## src/rtl/nvddr_seq_pkg.sv

```systemverilog
// Shared types for the NV-DDR command/address sequencer.
// Assumes: op_kind encoding on the top-level port matches op_kind_e.
package nvddr_seq_pkg;

    typedef enum logic [1:0] {
        OP_CMD  = 2'd0,
        OP_ADDR = 2'd1,
        OP_DIN  = 2'd2,
        OP_DOUT = 2'd3
    } op_kind_e;

    typedef enum logic [2:0] {
        PV_NONE = 3'd0,
        PV_CMD  = 3'd1,
        PV_ADDR = 3'd2,
        PV_DIN  = 3'd3,
        PV_DOUT = 3'd4
    } prev_kind_e;

    function automatic int imax(input int a, input int b);
        return (a > b) ? a : b;
    endfunction

    function automatic prev_kind_e to_prev(input op_kind_e k);
        case (k)
            OP_CMD:  return PV_CMD;
            OP_ADDR: return PV_ADDR;
            OP_DIN:  return PV_DIN;
            default: return PV_DOUT;
        endcase
    endfunction

endpackage

```

## src/rtl/nvddr_gap_rules.sv

```systemverilog
// Turnaround rule table: the minimum distance, in cycles, between the
// previous issued cycle and the next one. PV_NONE means "first cycle after
// chip enable fell", which selects the normal or the extended setup.
// Assumes all parameters are at least 1 and fit in GW bits.
module nvddr_gap_rules
    import nvddr_seq_pkg::*;
#(
    parameter int CAD_FAST  = 3,
    parameter int CAD_SLOW  = 5,
    parameter int T_WHR     = 8,
    parameter int T_RHW     = 10,
    parameter int T_ADL     = 40,
    parameter int T_CS      = 2,
    parameter int T_CS_LONG = 8,
    parameter int GW        = 6
) (
    input  prev_kind_e      prev_kind,
    input  op_kind_e        next_kind,
    input  logic            slow,
    input  logic            long_setup,
    output logic [GW-1:0]   gap
);

    localparam int WHR_F = imax(T_WHR, CAD_FAST);
    localparam int WHR_S = imax(T_WHR, CAD_SLOW);
    localparam int RHW_F = imax(T_RHW, CAD_FAST);
    localparam int RHW_S = imax(T_RHW, CAD_SLOW);
    localparam int ADL_F = imax(T_ADL, CAD_FAST);
    localparam int ADL_S = imax(T_ADL, CAD_SLOW);

    logic is_data;
    int   g;

    // Pick the gap for the (previous, next) pair
    always_comb begin
        is_data = (next_kind == OP_DIN) || (next_kind == OP_DOUT);
        g = slow ? CAD_SLOW : CAD_FAST;
        case (prev_kind)
            PV_NONE: g = (long_setup && is_data) ? T_CS_LONG : T_CS;
            PV_CMD: begin
                if (next_kind == OP_DOUT) g = slow ? WHR_S : WHR_F;
            end
            PV_ADDR: begin
                if (next_kind == OP_DOUT)     g = slow ? WHR_S : WHR_F;
                else if (next_kind == OP_DIN) g = slow ? ADL_S : ADL_F;
            end
            PV_DIN: begin
                if (next_kind == OP_DOUT) g = slow ? WHR_S : WHR_F;
            end
            PV_DOUT: begin
                if (next_kind == OP_DOUT) g = 1;
                else                      g = slow ? RHW_S : RHW_F;
            end
            default: ;
        endcase
        gap = GW'(g);
    end

endmodule

```

## src/rtl/nvddr_hold_timer.sv

```systemverilog
// One-shot hold-off: a trigger pulse keeps busy high on the trigger cycle
// and for LEN cycles after the edge that samples it. Used for the
// feature-change wait and the write-protect wait.
// Assumes LEN >= 1; a new trigger restarts the window.
module nvddr_hold_timer #(
    parameter int LEN = 100
) (
    input  logic clk,
    input  logic rst_n,
    input  logic trig,
    output logic busy
);

    localparam int CW = $clog2(LEN + 1);

    logic [CW-1:0] cnt_q;

    // Load on trigger, count down to zero otherwise
    always_ff @(posedge clk) begin
        if (!rst_n)           cnt_q <= '0;
        else if (trig)        cnt_q <= CW'(LEN);
        else if (cnt_q != '0) cnt_q <= cnt_q - 1'b1;
    end

    assign busy = trig || (cnt_q != '0);


    trig_holds_chk: assert property (@(posedge clk) disable iff (!rst_n)
        trig |=> busy);

endmodule

```

## src/rtl/nvddr_ce_ctrl.sv

```systemverilog
// Chip-enable controller. It drops ce_n when an operation waits and ce_n
// has been high for at least T_CEH cycles, and raises it the cycle after
// a release is requested. A saturating idle counter marks a long idle
// period, and that mark is latched when ce_n falls.
// Assumes T_CEH <= T_LONG_IDLE and that release_req only comes while ce_n is low.
module nvddr_ce_ctrl #(
    parameter int T_CEH       = 2,
    parameter int T_LONG_IDLE = 100
) (
    input  logic clk,
    input  logic rst_n,
    input  logic want_ce,
    input  logic release_req,
    output logic ce_n,
    output logic ce_fall,
    output logic rel_pend,
    output logic long_idle
);

    localparam int IW = $clog2(T_LONG_IDLE + 1);

    logic          ce_n_q;
    logic          rel_q;
    logic          long_q;
    logic [IW-1:0] idle_q;

    assign ce_fall = ce_n_q && want_ce && (idle_q >= IW'(T_CEH));

    // Chip enable state, idle count and long-idle mark
    always_ff @(posedge clk) begin
        if (!rst_n) begin
            ce_n_q <= 1'b1;
            rel_q  <= 1'b0;
            long_q <= 1'b0;
            idle_q <= '0;
        end else begin
            rel_q <= release_req;
            if (ce_fall) begin
                ce_n_q <= 1'b0;
                long_q <= (idle_q >= IW'(T_LONG_IDLE));
                idle_q <= '0;
            end else if (rel_q) begin
                ce_n_q <= 1'b1;
                idle_q <= IW'(1);
            end else if (ce_n_q && (idle_q != IW'(T_LONG_IDLE))) begin
                idle_q <= idle_q + 1'b1;
            end
        end
    end

    assign ce_n      = ce_n_q;
    assign rel_pend  = rel_q;
    assign long_idle = long_q;


    ce_high_min_chk: assert property (@(posedge clk) disable iff (!rst_n)
        $rose(ce_n_q) |=> ce_n_q);


    release_raises_chk: assert property (@(posedge clk) disable iff (!rst_n)
        rel_q |=> ce_n_q);

endmodule

```

## src/rtl/nvddr_cmd_seq.sv

```systemverilog
// NV-DDR command/address sequencer top. It accepts one operation at a time,
// holds it until the turnaround rule for (previous kind, this kind) is met,
// and then drives one cycle on the flash control pins. The gap is measured by
// one saturating counter of cycles since the last issued cycle (or since
// ce_n fell). All timing parameters are in interface clock cycles.
// Assumes the flash clock is free-running and generated outside this block.
module nvddr_cmd_seq
    import nvddr_seq_pkg::*;
#(
    parameter int CAD_FAST    = 3,
    parameter int CAD_SLOW    = 5,
    parameter int T_WHR       = 8,
    parameter int T_RHW       = 10,
    parameter int T_ADL       = 40,
    parameter int T_CS        = 2,
    parameter int T_CS_LONG   = 8,
    parameter int T_CEH       = 2,
    parameter int T_LONG_IDLE = 100,
    parameter int T_FEAT      = 100,
    parameter int T_WW        = 10
) (
    input  logic       clk,
    input  logic       rst_n,
    input  logic       slow_mode,
    input  logic       op_valid,
    input  logic [1:0] op_kind,
    input  logic [7:0] op_byte,
    input  logic       op_last,
    output logic       op_ready,
    input  logic       hold_req,
    input  logic       wp_event,
    output logic       ce_n,
    output logic       cle,
    output logic       ale,
    output logic       wr_n,
    output logic [7:0] dq_out,
    output logic       dq_oe,
    output logic       din_start,
    output logic       dout_start
);

    localparam int GAP_MAX = imax(imax(imax(T_ADL, T_RHW), imax(T_WHR, CAD_SLOW)),
                                  imax(imax(T_CS_LONG, T_CS), CAD_FAST));
    localparam int GW      = $clog2(GAP_MAX + 1);

    op_kind_e    kind;
    prev_kind_e  prev_q;
    logic [GW-1:0] since_q;
    logic [GW-1:0] gap;
    logic        ce_fall, rel_pend, long_idle;
    logic        feat_busy, wp_busy;
    logic        issue;

    logic       cle_q, ale_q, wr_n_q, dq_oe_q, din_q, dout_q;
    logic [7:0] dq_q;

    assign kind = op_kind_e'(op_kind);

    nvddr_gap_rules #(
        .CAD_FAST (CAD_FAST), .CAD_SLOW (CAD_SLOW), .T_WHR (T_WHR),
        .T_RHW    (T_RHW),    .T_ADL    (T_ADL),    .T_CS  (T_CS),
        .T_CS_LONG(T_CS_LONG), .GW      (GW)
    ) u_rules (
        .prev_kind  (prev_q),
        .next_kind  (kind),
        .slow       (slow_mode),
        .long_setup (long_idle),
        .gap        (gap)
    );

    nvddr_ce_ctrl #(
        .T_CEH       (T_CEH),
        .T_LONG_IDLE (T_LONG_IDLE)
    ) u_ce (
        .clk         (clk),
        .rst_n       (rst_n),
        .want_ce     (op_valid),
        .release_req (issue && op_last),
        .ce_n        (ce_n),
        .ce_fall     (ce_fall),
        .rel_pend    (rel_pend),
        .long_idle   (long_idle)
    );

    nvddr_hold_timer #(.LEN(T_FEAT)) u_feat_hold (
        .clk (clk), .rst_n (rst_n), .trig (hold_req), .busy (feat_busy)
    );

    nvddr_hold_timer #(.LEN(T_WW)) u_wp_hold (
        .clk (clk), .rst_n (rst_n), .trig (wp_event), .busy (wp_busy)
    );

    // Acceptance: chip selected, not releasing, gap met, no hold-off active
    always_comb begin
        op_ready = !ce_n && !rel_pend && (since_q >= gap) && !feat_busy
                   && !((kind == OP_CMD) && wp_busy);
        issue    = op_valid && op_ready;
    end

    // Elapsed-cycle counter and kind of the last issued cycle
    always_ff @(posedge clk) begin
        if (!rst_n) begin
            since_q <= '0;
            prev_q  <= PV_NONE;
        end else if (ce_fall) begin
            since_q <= GW'(1);
            prev_q  <= PV_NONE;
        end else if (issue) begin
            since_q <= GW'(1);
            prev_q  <= to_prev(kind);
        end else if (since_q != GW'(GAP_MAX)) begin
            since_q <= since_q + 1'b1;
        end
    end

    // Pin drive for the issued cycle; wr_n holds its level between cycles
    always_ff @(posedge clk) begin
        if (!rst_n) begin
            cle_q   <= 1'b0;
            ale_q   <= 1'b0;
            dq_oe_q <= 1'b0;
            dq_q    <= '0;
            din_q   <= 1'b0;
            dout_q  <= 1'b0;
            wr_n_q  <= 1'b1;
        end else begin
            cle_q   <= issue && (kind != OP_ADDR);
            ale_q   <= issue && (kind != OP_CMD);
            dq_oe_q <= issue && ((kind == OP_CMD) || (kind == OP_ADDR));
            dq_q    <= (issue && ((kind == OP_CMD) || (kind == OP_ADDR))) ? op_byte : 8'h00;
            din_q   <= issue && (kind == OP_DIN);
            dout_q  <= issue && (kind == OP_DOUT);
            if (issue)         wr_n_q <= (kind != OP_DOUT);
            else if (rel_pend) wr_n_q <= 1'b1;
        end
    end

    assign cle        = cle_q;
    assign ale        = ale_q;
    assign wr_n       = wr_n_q;
    assign dq_out     = dq_q;
    assign dq_oe      = dq_oe_q;
    assign din_start  = din_q;
    assign dout_start = dout_q;


    kind_onehot_chk: assert property (@(posedge clk) disable iff (!rst_n)
        $onehot0({cle_q & !ale_q, ale_q & !cle_q, din_q, dout_q}));


    dq_drive_chk: assert property (@(posedge clk) disable iff (!rst_n)
        dq_oe_q |-> (cle_q ^ ale_q));


    dout_dir_chk: assert property (@(posedge clk) disable iff (!rst_n)
        dout_q |-> !wr_n_q);


    ready_ce_chk: assert property (@(posedge clk) disable iff (!rst_n)
        (op_valid && op_ready) |-> !ce_n);


    strobe_ce_chk: assert property (@(posedge clk) disable iff (!rst_n)
        (cle_q || ale_q) |-> !ce_n);


    cad_space_chk: assert property (@(posedge clk) disable iff (!rst_n)
        (cle_q ^ ale_q) |=> !(cle_q ^ ale_q));


    idle_dir_chk: assert property (@(posedge clk) disable iff (!rst_n)
        (ce_n && $past(ce_n)) |-> wr_n_q);

endmodule

```

## config.mk

```make
export PLATFORM = sky130hd
export DESIGN_NAME = nvddr_cmd_seq
export DESIGN_NICKNAME = d
export VERILOG_FILES = /design/src/rtl/nvddr_seq_pkg.sv /design/src/rtl/nvddr_gap_rules.sv /design/src/rtl/nvddr_hold_timer.sv /design/src/rtl/nvddr_ce_ctrl.sv /design/src/rtl/nvddr_cmd_seq.sv
export SDC_FILE = /design/constraint.sdc
export NUM_CORES = 1
export LEC_CHECK = 0
export BUFFER_PORTS_ARGS = -buffer_cell sky130_fd_sc_hd__buf_2
export CAP_MARGIN = 20
export CORE_UTILIZATION = 35
export DETAILED_ROUTE_END_ITERATION = 8
export HOLD_SLACK_MARGIN = 0.15
export PLACE_DENSITY = 0.62
export SETUP_SLACK_MARGIN = 0.4
export SLEW_MARGIN = 25
export SYNTH_ARGS = -nofsm -noshare
export SYNTH_HDL_FRONTEND = slang
export SYNTH_SLANG_ARGS = --single-unit
```

## constraint.sdc

```tcl
create_clock -name clk -period 3.3 [get_ports clk]
set_input_delay 0.165 -clock clk [delete_from_list [all_inputs] [get_ports clk]]
set_output_delay 0.165 -clock clk [all_outputs]
set_load 0.1 [all_outputs]
```

# Yosys cells after proc, flatten, opt, wreduce, memory -nomap -nowiden
# Index checks and enable logic that the tools add are counted.
word_totals:
  regBits: 44
  input_bits: 17
  output_inout_bits: 16
  elab_cells: 100
op_classes:
  addsub: 4
  order_cmp: 3
  n_eq_ne: 11
  mux: 20
  bitwise_logic: 1
  n_reduce_logical: 42
op_table:
  columns: ["cell", "count"]
  rows:
  - ["$pmux 6 s4", 1]
  - ["$mux 4", 5]
  - ["$logic_and 1x1->1", 16]
  - ["$mux 7", 2]
  - ["$mux 6", 2]
  - ["$reduce_bool 2->1", 6]
  - ["$pmux 3 s3", 1]
  - ["$mux 1", 8]
  - ["$reduce_or 2->1", 4]
  - ["$add 7x1->7 const B", 1]
  - ["$ge 7x2->1 const B", 1]
  - ["$ge 7x7->1 const B", 1]
  - ["$ne 7x7->1 const B", 1]
  - ["$reduce_bool 7->1", 1]
  - ["$sub 7x1->7 const B", 1]
  - ["$add 6x1->6 const B", 1]
  - ["$eq 3x2->1 const B", 2]
  - ["$ge 6x6->1", 1]
  - ["$ne 6x6->1 const B", 1]
  - ["$reduce_or 3->1", 2]
  - ["$eq 2x2->1 const B", 2]
  - ["$logic_not 1->1", 4]
  - ["$logic_or 1x1->1", 4]
  - ["$reduce_bool 4->1", 1]
  - ["other kinds (12)", 12]

# Depth between registers and ports, before layout
# Gate-level depths: netlist of the first run.
depth:
  ltp_word: 12
  depth_mapped: 12
  depth_no_buf: 11

# Hierarchy
# A second synthesis of the first run with hierarchy kept.
hier_totals:
  cells_unflattened: 240
  hier_area_um2: 2218.4
by_module_without_submodules:
  columns: ["module", "instances", "cells_each", "area_each_um2", "seq_area_each_um2"]
  rows:
  - ["nvddr_cmd_seq", 1, 109, 1076.0, 460.4]
  - ["nvddr_ce_ctrl", 1, 54, 495.5, 200.2]
  - ["nvddr_hold_timer at u_feat_hold", 1, 38, 350.3, 140.1]
  - ["nvddr_hold_timer at u_wp_hold", 1, 19, 156.4, 80.1]
  - ["nvddr_gap_rules", 1, 20, 140.1, 0.0]

# Worst setup path before layout of the first run
# Ideal clock, no wire load.
synth_timing:
  path_type: "input-to-output"
  startpoint: "in op_kind[0]"
  endpoint: "out op_ready"
  t_arrival_ps: 2780
  required_ps: 3135
  slack_ps: 355
  path_stages: 8
  path_buffers: 1
  cell_sequence: "ha_1 clkbuf_1 o32a_1 o221ai_1 ha_1 nand4b_1 o21a_1 nor2_1"
synth_between:
  elab_chain_cells: 9
  word_cells_on_any_way: 17
  cone_classes: "order compare: 1; eq/ne: 2; mux: 6; reduce/logical: 8"
synth_lines:
  columns: ["item", "line_no", "source"]
  rows:
  - ["start, declared", "nvddr_cmd_seq.sv:26", "input logic [1:0] op_kind,"]
  - ["$eq 2x2->1, on equally long branches", null, null]
  - ["$logic_or 1x1->1", "nvddr_gap_rules.sv:36", "is_data = (next_kind == OP_DIN) || (next_kind == OP_DOUT);"]
  - ["$logic_and 1x1->1", "nvddr_gap_rules.sv:39", "PV_NONE: g = (long_setup && is_data) ? T_CS_LONG : T_CS;"]
  - ["$mux 4", "nvddr_gap_rules.sv:39", null]
  - ["$pmux 6 s4", "nvddr_gap_rules.sv:38", "case (prev_kind)"]
  - ["$ge 6x6->1", "nvddr_cmd_seq.sv:95", "op_ready = !ce_n && !rel_pend && (since_q >= gap) && !feat_busy"]
  - ["$logic_and 1x1->1 (2 in a row)", "nvddr_cmd_seq.sv:95", null]
  - ["$logic_and 1x1->1 (*)", "nvddr_cmd_seq.sv:96", "&& !((kind == OP_CMD) && wp_busy);"]
  - ["end, declared", "nvddr_cmd_seq.sv:29", "output logic op_ready,"]
# Mark *: on every way between the ends. The rest lies on a longest branch, timed or not.

# Final worst setup path of the first run
layout_timing:
  startpoint: "reg prev_q[0]"
  endpoint: "out op_ready"
layout_between:
  elab_chain_cells: 7
  word_cells_on_any_way: 11
  cone_classes: "order compare: 1; eq/ne: 4; mux: 1; reduce/logical: 5"
layout_lines:
  columns: ["item", "line_no", "source"]
  rows:
  - ["start, declared", "nvddr_cmd_seq.sv:47", "prev_kind_e prev_q;"]
  - ["start signal, assigned", "nvddr_cmd_seq.sv:110", "prev_q <= to_prev(kind);"]
  - ["$eq 3x1->1 / $eq 3x2->1 (equally long branches)", "nvddr_gap_rules.sv:38", null]
  - ["$reduce_or 2->1 (no source line)", null, null]
  - ["$pmux 6 s4 (*)", "nvddr_gap_rules.sv:38", null]
  - ["$ge 6x6->1 (*)", "nvddr_cmd_seq.sv:95", null]
  - ["$logic_and 1x1->1 (*) (2 in a row)", "nvddr_cmd_seq.sv:95", null]
  - ["$logic_and 1x1->1 (*)", "nvddr_cmd_seq.sv:96", null]
# Marks and branches as above.

==> results.ini, run 1 <==
[sta]
fin_setup_tns_ps = 0
period_share_pct = 81.5
worst_slew_pin_slew_ps = 539
finClkSkew_ps = 8.19
max_freq_ghz = 0.372
hold_viol = 0
rsz0062_at_grt = false
holdWs_ps = 170
slew_headroom_pct = 64.0
min_period_ps = 2690
setup_viol = 0
drv_slew = 0

[setup_path]
cp_max_fo = 7
end_kind = primary output
required_ps = 3130
cp_data_arrival_time_ps = 2520
start_kind = flip-flop
path_class = flip-flop to primary output

[floorplanning]
io_pins = 33
die_y_um = 79.3
die_x_um = 79.3
die-area_um2 = 6290
core_um2 = 5640
start_util_pct = 37.1
core.rowCount = 27

[yosys]
async_reset_ff_share_pct = 0
synthXorXnorAreaFrac_pct = 5.86
synth_compound_area_share_pct = 13.2
yosysMostFrequentCell = dfxtp_1
synth_top_family_by_area = simple AND/OR/NAND/NOR gates
synth_common_cells = dfxtp_1 (44), nor3_1 (25), nor2_1 (21)
ys.flop_type = dfxtp_1
ys_ff_latch = 44
avgSynthCellArea_um2 = 9.02
synthSimpleGateAreaFrac_pct = 26.1
syn_inst = 232
synth.distinct_cells = 43
synth_edf_count = 0
syn_nets = 264
synth_top_area_cell = dfxtp_1
synth.cell_area_um2 = 2090
synth_top_area_share_pct = 42.1
synthAdderAreaFrac_pct = 8.97
synth_area_leaders = dfxtp_1 (42%), ha_1 (9.0%), nor3_1 (6.0%), a21oi_1 (3.8%), nor2_1 (3.8%)
seq_area_frac_synth_pct = 42.1
synth_warnings = 0
synthMuxAreaShare_pct = 0.478

[detailed_routing]
firstDrtPassIters = 4
wl_um = 4120
wl_per_cell_um = 11.8
drc = 0
vias = 1701
drt-initial-drc-count = 74
drtAntennaViolNets = 0
vias_per_cell = 4.89

[global_route]
grt_pass1_wl_um = 7310
grt_start_max_net_pins = 16
grt_use_total_pct = 14.6
overflow = 0
grt_pass1_vias = 1618
antenna_found_initial = 0

[layout]
drive_gt1_share_pct = 17.0
nets = 307
syn_to_final_growth_pct = 20.0
fin_area_um2 = 2510
num_antenna_cells = 0
fin_util_pct = 44.5
fin_cells = 348

[power]
p_leak_nw = 1.04
pwr_density_cell_nw_per_um2 = 493
ir_drop_mv = 0.384

[placed_design]
gp_congestion = 0.819
post-place-cells = 330
post-dp-hpwl_um = 2980
dpl_cell_area_um2 = 2320
port_buffers = 32

[clock_tree]
cts_max_path_buffers = 2
htreeDepth = 2
clock_latency_ps = 290
clock_sinks = 44
cts_tree = yes
cts_setup_buffers = 0
numCtsBuffers = 5
path_clk_slew_ps = 90
cts-root-buf = clkbuf_8

[outcome]
status = complete, no violations

[min_path]
hp-class = primary input to flip-flop

[job]
cap_violations = 0

[sequential cells by signal, indices dropped and copies added, names as in the netlist, 3 cells and up]
name and flops:
dq_out 8, u_ce.idle_q 7, u_feat_hold.cnt_q 7, since_q 6, u_wp_hold.cnt_q 4, prev_q 3
[stage by stage]
step	total power [mW]	setup WS, ps
2_1_floorplan	0.840	810
3_3_place_gp	0.898	824
3_5_place_dp	0.902	744
4_1_cts	1.26	543
5_1_grt	1.34	448
6_report	1.24	610
[where the power goes]
group	total (mW)	switching (mW)	internal [mW]
Clock	0.336	0.186	0.150
Sequential	0.615	0.0457	0.569
Combinational	0.287	0.170	0.117
[per-layer routing]
layer / up-vias / GRT usage [%] / wire length [um]
li1: 906 / - / -
met1: 754 / 19.4 / 2110
met2: 37 / 23.4 / 1810
met3: 4 / 3.10 / 168
met4: 0 / 4.73 / 31
met5: - / 0 / 0
[logic make-up after synthesis]
logic type               Yosys count
flip-flops                        44
AO/OA/AOI/OAI                     42
multiplexers                       1
adder cells (fa/ha/maj)           15
XOR/XNOR                          14
AND/OR/NAND/NOR                   99
buffers and inverters             17
[placed cells by master, fill, tap and decap left out, types with 2 or more instances in the layout]
cell           synthesis  layout
nor2b_1                6       6
dlygate4sd3_1          0      10
and3_1                 4       4
nand2_1               11      11
and2_1                 9       9
buf_2                  1      32
o21ai_0                9       9
nor2_1                21      20
nand3b_1               2       2
clkbuf_8               0       5
nand2b_1               3       3
xnor2_1                5       5
nor3_1                25      25
o31a_1                 3       3
a21oi_1               16      16
a211oi_1               2       2
nand4_1                5       5
or3_1                  2       2
xor2_1                 9       9
nand3_1                4       4
inv_1                 11      11
dfxtp_1               44      44
ha_1                  15      15
clkinvlp_4             0       2
[repair_timing]
item	in CTS	in global routing
hold buffers	10	0
resized for setup	0	1
endpoints found under the hold margin	10	0
endpoints found under the setup margin	0	1
[path summary, 6_finish.rpt]
kind	startpoint	endpoint	slack [ps]	cells after the start
setup / recovery	prev_q[0]	op_ready	610	8
hold / removal	hold_req	u_feat_hold.cnt_q[2]	170	2
setup reg to reg	prev_q[0]	since_q[0]	790	8
hold reg to reg	u_wp_hold.cnt_q[3]	u_wp_hold.cnt_q[2]	520	2
[cell type report]
type                       instances  area (um2)
clock inverter                     3        23.8
inverter                          11        41.3
multi-input combinational        171        1150
clock buffer                       5        68.8
sequential                        44         881
timing repair buffer              42         260
tap                               72        90.1
fill                             563        3130
[worst max-delay path, cell delays in order (launching register included)]
cell and delay [ps]:
dfxtp_1 380, o32a_1 350, o221ai_1 170, ha_1 270, a211o_1 260, a21oi_1 200, o21a_2 250, nor2_2 60
buf_2 290
No activity file was read; power rests on OpenSTA's default activity.
==> inputs of run 2 (changes only) <==
- PLACE_DENSITY: 0.62 -> 0.64
- clock period: 3.3 -> 2.28 ns (I/O delays scaled with it)
==> run 2 against run 1 <==
  * The run now ends with setup timing left
  * Final cell count grew 6.6%
  * Design area increased by 11%
  * Critical path depth did not move
  * Routed wire length up 9.7%
  * Core utilization grew 5.0 points
  * Sequential power up 45%
  * Clock power up 82%
  * Sequential share of layout area fell by 3.3 points
  * Non-clock buffer count is 23 higher
  * Worst hold slack gained 82 ps
  * Critical endpoint unchanged
  * Largest cell class unchanged
  * Highest routed layer unchanged
==> results.ini, run 2 (synthesized netlist as in run 1, its figures left out) <==
[outcome]
status = finished, violations left
violations = setup timing

[layout]
syn_to_final_growth_pct = 33.6
num_antenna_cells = 0  ; unchanged
layout_commonest_cell = dfxtp_1
nFillCells = 528  ; -6.2%
regArea_um2 = 887  ; +0.71%
layout_common_cells = dfxtp_1 (41), buf_2 (32), nor3_1 (21), nor2_1 (20), buf_4 (19)
drive_gt1_share_pct = 26.8  ; +9.7 points
nets = 330  ; +7.5%
fin_area_um2 = 2790  ; +11%
multi_input_area_um2 = 1210  ; +5.3%
fin_util_pct = 49.5  ; +5.0 points
largest_reg_flops = 8  ; unchanged

[job]
cap_violations = 0  ; unchanged

[floorplanning]
die_y_um = 79.3  ; unchanged
io_pins = 33  ; unchanged
start_util_pct = 37.1  ; unchanged
core.rowCount = 27  ; unchanged
core_um2 = 5640  ; unchanged
die-area_um2 = 6290  ; unchanged
die_x_um = 79.3  ; unchanged

[setup_path]
cp_max_fo = 2  ; -5
required_ps = 2170  ; -960 ps
end_kind = primary output
worstRegToRegCells = 9  ; +1
cp_data_arrival_time_ps = 2230  ; -290 ps
start_kind = flip-flop
path_class = flip-flop to primary output

[sta]
finClkSkew_ps = 7.71  ; -0.480 ps
min_period_ps = 2340
setup_viol = 12  ; +12
drv_slew = 0  ; unchanged
setup_slack_ps = -60.5  ; -671 ps
worst_slew_pin_slew_ps = 621  ; +82.3 ps
period_share_pct = 103
rsz0062_at_grt = true
slew_headroom_pct = 58.5  ; -5.5 points
holdWs_ps = 252  ; +82.1 ps
fin_setup_tns_ps = -324  ; -324 ps
max_freq_ghz = 0.427
hold_viol = 0  ; unchanged

[global_route]
grt_start_max_net_pins = 16  ; unchanged
grt_use_total_pct = 14.8  ; +0.16 points
grt_pass1_wl_um = 7310  ; about the same
overflow = 0  ; unchanged
antenna_found_initial = 0  ; unchanged
grt_pass1_vias = 1621  ; +0.19%

[detailed_routing]
drtAntennaViolNets = 0  ; unchanged
wl_um = 4520  ; +9.7%
vias_per_cell = 4.99  ; +2.1%
vias = 1852  ; +8.9%
drc = 0  ; unchanged
drt-initial-drc-count = 97  ; +31%
wl_per_cell_um = 12.2  ; +2.9%
firstDrtPassIters = 4  ; unchanged

[placed_design]
post-dp-hpwl_um = 3150  ; +5.8%
port_buffers = 32  ; unchanged
dpl_cell_area_um2 = 2450  ; +5.7%
gp_congestion = 0.826  ; +0.89%

[clock_tree]
cts_tree = yes
clock_sinks = 44  ; unchanged
cts_max_path_buffers = 2  ; unchanged
clock_latency_ps = 300  ; about the same
numCtsBuffers = 5  ; unchanged
htreeDepth = 2  ; unchanged
cts-root-buf = clkbuf_8
path_clk_slew_ps = 90  ; about the same

[power]
pwr_density_cell_nw_per_um2 = 712  ; +45%
p_leak_nw = 1.19  ; +14%
p_total_mw = 1.99  ; +61%
ir_drop_mv = 0.529  ; +38%

[min_path]
hold_depth = 4  ; +2
hp-class = primary input to flip-flop

-- run 2: layout make-up --
class / instances / share of cell area, %
flip-flops and latches: 44 / 31.8
well taps: 72 / 3.22
clock buffers: 5 / 2.46
multi-input cells: 171 / 43.2
inverters: 11 / 1.48
repair buffers: 65 / 16.2
clock inverters: 3 / 1.66
-- run 2: metrics by stage --
stage / setup WS, ps / cells
floorplan: 84.4 / 232
global placement: -97.9 / 346
detailed placement: -153 / 346
CTS: -54.8 / 368
global route: -165 / 371
finish: -60.5 / 371
-- run 2: per-layer routing --
metal	global-route usage [%]	part of all wire, %	wire length, um	vias up
met2	24.1	45	2050	55
met5	0	0	0	-
met3	3.45	4.7	211	7
met4	3.82	1.1	51	0
li1	-	-	-	947
met1	19.4	49	2200	843
-- run 2: worst max-delay path, cell delays in order, from the launching register on --
cell and delay [ps]:
dfxtp_1 330, o32a_1 360, o221ai_2 130, ha_1 270, a211o_1 270, a21oi_2 190
o21a_4 170, nor2_4 40, buf_12 160
-- run 2: path summary, 6_finish.rpt --
check                     startpoint  slack [ps]                  to
setup / recovery      u_ce.long_idle         -60            op_ready
hold / removal            op_kind[0]         250                 cle
setup reg to reg      u_ce.long_idle         -40          since_q[0]
hold reg to reg   u_wp_hold.cnt_q[0]         530  u_wp_hold.cnt_q[0]
-- run 2: repair_timing --
item                                    CTS  global route
cloned                                    0             1
gates resized for setup                  10             9
pin swaps                                 5             4
hold endpoints to repair                 15             0
setup buffers                             1             2
hold buffers                             13             0
endpoints found under the setup margin   25            25
-- run 2: power by group --
group | internal (mW) | switching [mW]
Combinational | 0.219 | 0.270
Clock | 0.330 | 0.281
Sequential | 0.823 | 0.0666
